**src/rtl/exu_pkg.sv**
```systemverilog
package exu_pkg;
  localparam int XLEN   = 32;
  localparam int IDX_W  = 5;
  localparam int IMM_W  = 16;
  localparam int SH_W   = $clog2(XLEN);
  localparam int OPC_W  = 6;

  typedef enum logic [3:0] {
    ALU_ADD, ALU_SUB, ALU_AND, ALU_OR, ALU_XOR, ALU_NOR,
    ALU_SLL, ALU_SRL, ALU_SRA
  } aluOpT;

  // strobes from control to datapath
  typedef struct packed {
    aluOpT aluOp;
    logic  useImm;
    logic  signExt;
    logic  varShift;
    logic  destRt;
    logic  ovfChk;
    logic  legal;
  } ctrlT;
endpackage

```
**src/rtl/exu_decode.sv**
```systemverilog
module exu_decode
  import exu_pkg::*;
(
  input  logic [OPC_W-1:0] opField,
  input  logic [IDX_W-1:0] rsField,
  input  logic [SH_W-1:0]  shamtField,
  input  logic [OPC_W-1:0] functField,
  output ctrlT             ctrl
);
  logic shamtZero;
  logic rsZero;

  assign shamtZero = (shamtField == '0);
  assign rsZero    = (rsField == '0);

  always_comb begin
    ctrl       = '0;
    ctrl.aluOp = ALU_ADD;
    case (opField)
      6'd0: begin
        case (functField)
          6'd32: begin ctrl.aluOp = ALU_ADD; ctrl.ovfChk = 1'b1; ctrl.legal = shamtZero; end
          6'd34: begin ctrl.aluOp = ALU_SUB; ctrl.ovfChk = 1'b1; ctrl.legal = shamtZero; end
          6'd36: begin ctrl.aluOp = ALU_AND; ctrl.legal = shamtZero; end
          6'd37: begin ctrl.aluOp = ALU_OR;  ctrl.legal = shamtZero; end
          6'd38: begin ctrl.aluOp = ALU_XOR; ctrl.legal = shamtZero; end
          6'd39: begin ctrl.aluOp = ALU_NOR; ctrl.legal = shamtZero; end
          6'd0:  begin ctrl.aluOp = ALU_SLL; ctrl.legal = rsZero; end
          6'd2:  begin ctrl.aluOp = ALU_SRL; ctrl.legal = rsZero; end
          6'd3:  begin ctrl.aluOp = ALU_SRA; ctrl.legal = rsZero; end
          6'd4:  begin ctrl.aluOp = ALU_SLL; ctrl.varShift = 1'b1; ctrl.legal = shamtZero; end
          6'd6:  begin ctrl.aluOp = ALU_SRL; ctrl.varShift = 1'b1; ctrl.legal = shamtZero; end
          6'd7:  begin ctrl.aluOp = ALU_SRA; ctrl.varShift = 1'b1; ctrl.legal = shamtZero; end
          default: ctrl.legal = 1'b0;
        endcase
      end
      6'd8: begin
        ctrl.aluOp   = ALU_ADD;
        ctrl.useImm  = 1'b1;
        ctrl.signExt = 1'b1;
        ctrl.destRt  = 1'b1;
        ctrl.ovfChk  = 1'b1;
        ctrl.legal   = 1'b1;
      end
      6'd12, 6'd13, 6'd14: begin
        ctrl.aluOp  = (opField == 6'd12) ? ALU_AND :
                      (opField == 6'd13) ? ALU_OR : ALU_XOR;
        ctrl.useImm = 1'b1;
        ctrl.destRt = 1'b1;
        ctrl.legal  = 1'b1;
      end
      default: ctrl.legal = 1'b0;
    endcase
  end
endmodule

```
**src/rtl/exu_datapath.sv**
```systemverilog
module exu_datapath
  import exu_pkg::*;
(
  input  ctrlT             ctrl,
  input  logic [XLEN-1:0]  opA,
  input  logic [XLEN-1:0]  opB,
  input  logic [IMM_W-1:0] imm,
  input  logic [IDX_W-1:0] rtIdx,
  output logic [XLEN-1:0]  result,
  output logic [IDX_W-1:0] destIdx,
  output logic             writeEn,
  output logic             overflow
);
  localparam int EXT_W = XLEN - IMM_W;

  logic [XLEN-1:0]  immExt;
  logic [XLEN-1:0]  opnd2;
  logic [SH_W-1:0]  shAmt;
  logic [XLEN-1:0]  sum;
  logic [XLEN-1:0]  diff;
  logic [XLEN-1:0]  aluRes;
  logic [IDX_W-1:0] rawDest;
  logic             addOvf;
  logic             subOvf;

  assign immExt = ctrl.signExt ? {{EXT_W{imm[IMM_W-1]}}, imm} : {{EXT_W{1'b0}}, imm};
  assign opnd2  = ctrl.useImm ? immExt : opB;
  assign shAmt  = ctrl.varShift ? opA[SH_W-1:0] : imm[6 +: SH_W];
  assign sum    = opA + opnd2;
  assign diff   = opA - opnd2;

  assign addOvf = (opA[XLEN-1] == opnd2[XLEN-1]) && (sum[XLEN-1] != opA[XLEN-1]);
  assign subOvf = (opA[XLEN-1] != opnd2[XLEN-1]) && (diff[XLEN-1] != opA[XLEN-1]);

  always_comb begin
    case (ctrl.aluOp)
      ALU_ADD: aluRes = sum;
      ALU_SUB: aluRes = diff;
      ALU_AND: aluRes = opA & opnd2;
      ALU_OR:  aluRes = opA | opnd2;
      ALU_XOR: aluRes = opA ^ opnd2;
      ALU_NOR: aluRes = ~(opA | opnd2);
      ALU_SLL: aluRes = opB << shAmt;
      ALU_SRL: aluRes = opB >> shAmt;
      ALU_SRA: aluRes = XLEN'($signed(opB) >>> shAmt);
      default: aluRes = '0;
    endcase
  end

  assign rawDest  = ctrl.destRt ? rtIdx : imm[11 +: IDX_W];
  assign result   = ctrl.legal ? aluRes : '0;
  assign destIdx  = ctrl.legal ? rawDest : '0;
  assign writeEn  = ctrl.legal && (rawDest != '0);
  assign overflow = ctrl.legal && ctrl.ovfChk &&
                    ((ctrl.aluOp == ALU_SUB) ? subOvf : addOvf);
endmodule

```
**src/rtl/int_exec_unit.sv**
```systemverilog
module int_exec_unit
  import exu_pkg::*;
#(
  parameter bit OUT_REG = 1'b1
) (
  input  logic            clk,
  input  logic            rstN,
  input  logic [31:0]     instr,
  input  logic [31:0]     srcA,
  input  logic [31:0]     srcB,
  output logic [31:0]     result,
  output logic [4:0]      destIdx,
  output logic            writeEn,
  output logic            illegal,
  output logic            overflow
);
  ctrlT             ctrl;
  logic [XLEN-1:0]  resC;
  logic [IDX_W-1:0] destC;
  logic             weC;
  logic             ovfC;

  exu_decode u_dec (
    .opField    (instr[31:26]),
    .rsField    (instr[25:21]),
    .shamtField (instr[10:6]),
    .functField (instr[5:0]),
    .ctrl       (ctrl)
  );

  exu_datapath u_dp (
    .ctrl     (ctrl),
    .opA      (srcA),
    .opB      (srcB),
    .imm      (instr[15:0]),
    .rtIdx    (instr[20:16]),
    .result   (resC),
    .destIdx  (destC),
    .writeEn  (weC),
    .overflow (ovfC)
  );

  generate
    if (OUT_REG) begin : g_reg
      always_ff @(posedge clk or negedge rstN) begin
        if (!rstN) begin
          result   <= '0;
          destIdx  <= '0;
          writeEn  <= 1'b0;
          illegal  <= 1'b0;
          overflow <= 1'b0;
        end else begin
          result   <= resC;
          destIdx  <= destC;
          writeEn  <= weC;
          illegal  <= !ctrl.legal;
          overflow <= ovfC;
        end
      end
    end else begin : g_comb
      assign result   = resC;
      assign destIdx  = destC;
      assign writeEn  = weC;
      assign illegal  = !ctrl.legal;
      assign overflow = ovfC;
    end
  endgenerate
endmodule

```
**config.mk**
```make
export PLATFORM = sky130hd
export DESIGN_NAME = int_exec_unit
export DESIGN_NICKNAME = d
export VERILOG_FILES = /design/src/rtl/exu_pkg.sv /design/src/rtl/exu_decode.sv /design/src/rtl/exu_datapath.sv /design/src/rtl/int_exec_unit.sv
export SDC_FILE = /design/constraint.sdc
export NUM_CORES = 1
export LEC_CHECK = 0
export ABC_AREA = 0
export CAP_MARGIN = 0
export CORE_MARGIN = 1.5
export CORE_UTILIZATION = 48
export CTS_CLUSTER_SIZE = 10
export DETAILED_ROUTE_END_ITERATION = 16
export PLACE_DENSITY_LB_ADDON = 0.2
export RECOVER_POWER = 25
export SLEW_MARGIN = 20
export SYNTH_ARGS = -nofsm -noshare
export SYNTH_HDL_FRONTEND = slang
export SYNTH_SLANG_ARGS = --single-unit
```
**constraint.sdc**
```tcl
create_clock -name clk -period 0.8 [get_ports clk]
set_input_delay 0.16 -clock clk [delete_from_list [all_inputs] [get_ports clk]]
set_output_delay 0.16 -clock clk [all_outputs]
set_load 0.01 [all_outputs]
```
==> results by group, run 1 <==
Status
  – Status: did not finish
  – Exit stage: global routing
  – First Error: [ERROR GRT-0116] Global routing finished with congestion. Check the congestion regions in the DRC Viewer.

Global route
  – GRT Overall Usage: 71.4%
  – Global-route wire length before repair: 133000 um
  – Vias in the first global route: 22200
  – Largest net degree at the start of global routing: 28
  – GRT overflow: 9

Floorplanning
  – Row Count: 56
  – Starting Density: 49.1%
  – I/O pins: 138
  – Die height: 158 um
  – Die W: 158 um

Clocking
  – Clk sinks: 40
  – Clock root cell: clkbuf_16
  – Htree depth: 2
  – TritonCTS Buffers: 5
  – Clock buffer depth: 2

Synthesis
  – Syn_nets: 1879
  – Largest area contributor in the netlist: ha_1
  – EDFF count, synth: 0
  – FF+latch count, synth: 40
  – Post-Synthesis Cell Area: 0.0115 mm2
  – Sequential-to-total area share from yosys stat: 8.69%
  – Main synth FF type: dfrtp_1
  – Cell count after synthesis: 1684
  – Most area-consuming cells after synthesis: ha_1 10%, dfrtp_1 8.7%, nand2_1 7.7%
  – Number of distinct library cells after synthesis: 85
  – Top cell type's share of synthesized area: 10.3%
  – Yosys warnings: 0
  – Mean area per synthesized cell: 6.84 um2
  – Async set or reset register ratio after synthesis: 100%

Placement
  – Dpl ws: -3.95 ns
  – DP Wirelength: 52100 um
  – Buffers on Ports: 137
  – Routability cong.: 1.14
  – Placed Area: 0.0183 mm2
-- routing by layer --
| metal | overflow | GRT usage [%] |
|---|---|---|
| met1 | 0 | 72.4 |
| met5 | 0 | 20.5 |
| met4 | 3 | 71.2 |
| met3 | 0 | 51.4 |
| met2 | 6 | 90.5 |
-- cell usage after synthesis (41+ instances only) --
master,n
nand2_1,236
a21oi_1,129
nor2_1,126
clkbuf_1,99
ha_1,95
o21ai_0,94
inv_1,92
mux2i_1,66
a211oi_1,65
nor3_1,54
a21o_1,41
a31oi_1,41
-- metrics by stage --
stage                     hold WS (ns)  std cells  TNS [ns]  utilization, %
after floorplan                 -0.136       1684    -84.05               -
after global placement          0.0486       2688   -124.30            78.1
after detailed placement        0.0570       2688   -128.62            78.1
after CTS                        0.271       2800    -93.33            87.6
-- kinds of logic after synthesis --
logic type,after synthesis,synth area share [%]
muxes,99,11.2
DFF,40,8.69
AOI/OAI and AO/OA,607,36.3
xor gates and xnor gates,17,1.29
and+or+nand+nor,580,23.2
adders and majority gates,97,10.7
buffers and inverters,244,8.65
-- timing repair --
action / 4_1_cts
gates resized for setup: 528
setup buffers: 105
pin swaps: 148
gates cloned: 8
endpoints found under the setup margin: 80
hold endpoints to repair: 19
hold buffers: 1
==> inputs of run 2 (changes only) <==
Settings changed: CORE_UTILIZATION 48 to 33, CTS_CLUSTER_SIZE 10 to unset, PLACE_DENSITY_LB_ADDON 0.2 to 0.15.
Clock period 0.8 ns to 1.04 ns, I/O delays scaled along.
==> run 2 against run 1 <==
  * The flow now finishes, with violations (negative setup slack)
  * Area after synthesis unchanged
  * Synthesized cell count unchanged
==> results by group, run 2 <==
Synthesis
  – Yosys warnings: 0
  – Top cell type's share of synthesized area: 10.3%
  – Most frequent cell after synthesis: nand2_1
  – Commonest cells in the synthesized netlist: 236 x nand2_1, 129 x a21oi_1, 126 x nor2_1
  – Mean area per synthesized cell: 6.84 um2
  – Number of distinct library cells after synthesis: 85
  – EDFF count, synth: 0
  – Main synth FF type: dfrtp_1
  – Post-Synthesis Cell Area: 0.0115 mm2
  – Async set or reset register ratio after synthesis: 100%
  – FF+latch count, synth: 40
  – Sequential-to-total area share from yosys stat: 8.69%
  – Most area-consuming cells after synthesis: ha_1 10%, dfrtp_1 8.7%, nand2_1 7.7%
  – Syn_nets: 1879
  – Largest area contributor in the netlist: ha_1
  – Cell count after synthesis: 1684

Drt
  – Drt via density: 6.02
  – DRT iter0 DRCs: 1833
  – Drt wl/cell: 25.0 um
  – WL final: 73800 um
  – Antenna-violating nets left: 0
  – Drt pass-1 iters: 8
  – DRC viols: 0
  – Total number of vias: 17700

Final layout
  – Most frequent cells in the layout: 719 x buf_4, 215 x nand2_1, 101 x nor2_1
  – Layout area overhead: 86.5%
  – Commonest non-fill, non-tap cell in the layout: buf_4
  – Share of layout cells above drive strength 1: 48.7%
  – # fillers: 3107
  – # diodes: 0
  – Largest regs: result: 32 flops, destIdx: 5 flops
  – # nets final: 2686
  – Register area: 0.00100 mm2
  – Biggest register: result
  – Area occupied by multi-input gates: 0.0114 mm2
  – Largest register FFs: 32

Clocking
  – Htree depth: 2
  – Worst-path clk slew: 0.07 ns
  – Clock root cell: clkbuf_16
  – CTS tree: yes
  – Clk sinks: 40
  – Clock buffer depth: 2
  – TritonCTS Buffers: 5

Setup path
  – Slowest CP cell: a222oi_1
  – Required @ worst endpoint: 1.22 ns
  – Worst path bufs/invs: 6
  – Critical path cell sequence: buf_6 > or3b_4 > nor2_4 > buf_6 > buf_12 > nor2_2 > a21o_1 > buf_6 > ha_4 > inv_2 > fa_2 > nor2b_4 > o2111ai_4 > nand2_1 > nor2_2 > nor2_1 > o21a_1 > a221o_1 > a222oi_1 > buf_4 > a21boi_4 > a21oi_2
  – Crit Path Class: input port to flop
  – Crit end category: flop
  – CP max FO: 5
  – Top Family by Delay on Critical Path: compound AO/OA/AOI/OAI gates
  – Worst Path Arrival: 3.97 ns
  – CP startpoint kind: input port
  – Worst path max stage delay: 0.54 ns
  – Cell repeated most along the worst path: buf_6

STA
  – Headroom to the max-slew limit: 41.5%
  – Hold Fails Final Rpt: 0
  – Fin crit share: 364%
  – RSZ-0062 raised after global routing: true
  – Fmax: 264 MHz
  – Final setup viols: 51
  – Slew @ Worst Pin: 0.866 ns
  – Slew Limit Fails: 0
  – Fin crit period: 3.79 ns
  – Final setup margin: -2.75 ns
  – Hold Slack: 0.445 ns

Floorplanning
  – Row Count: 68
  – Die area: 0.0360 mm2
  – Starting Density: 33.4%
  – Die W: 190 um
  – Core area: 0.0345 mm2
  – Die height: 190 um
  – I/O pins: 138

Placement
  – DP Wirelength: 58200 um
  – Buffers on Ports: 137
  – Dpl ws: -3.56 ns
  – Routability cong.: 1.04

Global route
  – GRT overflow: 0
  – Vias in the first global route: 17100
  – Largest net degree at the start of global routing: 41
  – Global-route wire length before repair: 108000 um
  – Initial antenna violation count: 1
  – GRT Overall Usage: 39.9%

Job
  – Max-Cap Viols: 0

Power
  – PwrDens: 682 mW/mm2
  – Leak pwr: 10.1 nW
  – Peak supply drop: 0.989 mV

Status
  – Status: finished with violations
  – Failing checks: negative setup slack

Worst hold path
  – Tightest Hold Check Type: input port to asynchronous set/reset pin
-- run 2: final cells by class --
class / instances / area share (%)
Clock inverter: 3 / 0.221
Inverter: 94 / 1.68
Tap cell: 455 / 2.65
Timing Repair Buffer: 948 / 37.0
Clock buffer: 5 / 0.582
Multi-Input combinational cell: 1402 / 53.2
Sequential cell: 40 / 4.66
-- run 2: what timing repair did --
action	CTS	global route
pin swaps	181	113
endpoints found under the setup margin	80	65
gates resized for setup	533	126
gates cloned	7	0
hold endpoints to repair	40	0
hold buffers	1	0
buffers inserted	72	30
-- run 2: cell families (layout without fill, tap and decap cells) --
family / Yosys count / in the layout / share of synthesized area, %
compound gates: 607 / 607 / 36.3
xor+xnor: 17 / 17 / 1.29
fa+ha+maj: 97 / 97 / 10.7
buf+inv: 244 / 1050 / 8.65
flops: 40 / 40 / 8.69
mux: 99 / 99 / 11.2
simple gates: 580 / 582 / 23.2
-- run 2: worst max path at each step --
stage	from	endpoint	depth (start not counted)
floorplan	instr[31]	overflow	18
global placement	instr[29]	result[31]	18
detailed placement	instr[29]	result[31]	19
CTS	instr[30]	overflow	19
global route	instr[31]	result[8]	22
finish	instr[31]	result[8]	22
-- run 2: layer usage --
layer / wire length [um] / track usage [%]
met2: 33000 / 63.1
met5: 10 / 0
met3: 5810 / 5.79
met1: 30400 / 52.5
met4: 4620 / 21.1
-- run 2: where the power goes --
group	internal (mW)	switching, mW
combinational	5.36	5.66
clock	1.15	0.877
sequential	1.60	0.0160
total	8.10	6.55
-- run 2: stage by stage --
step	total power, mW	util, %	std cells	TNS (ns)	area (um2)
after floorplan	5.74	-	1684	-76.37	11800
after global placement	10.5	54.3	2847	-113.05	18700
after detailed placement	10.5	54.3	2847	-113.85	18700
after CTS	13.8	60.1	2921	-80.26	20700
after global routing	15.3	62.3	2947	-86.90	21500
final	14.6	62.3	2947	-83.26	21500
Note: power is estimated with default switching activity, not from simulation.
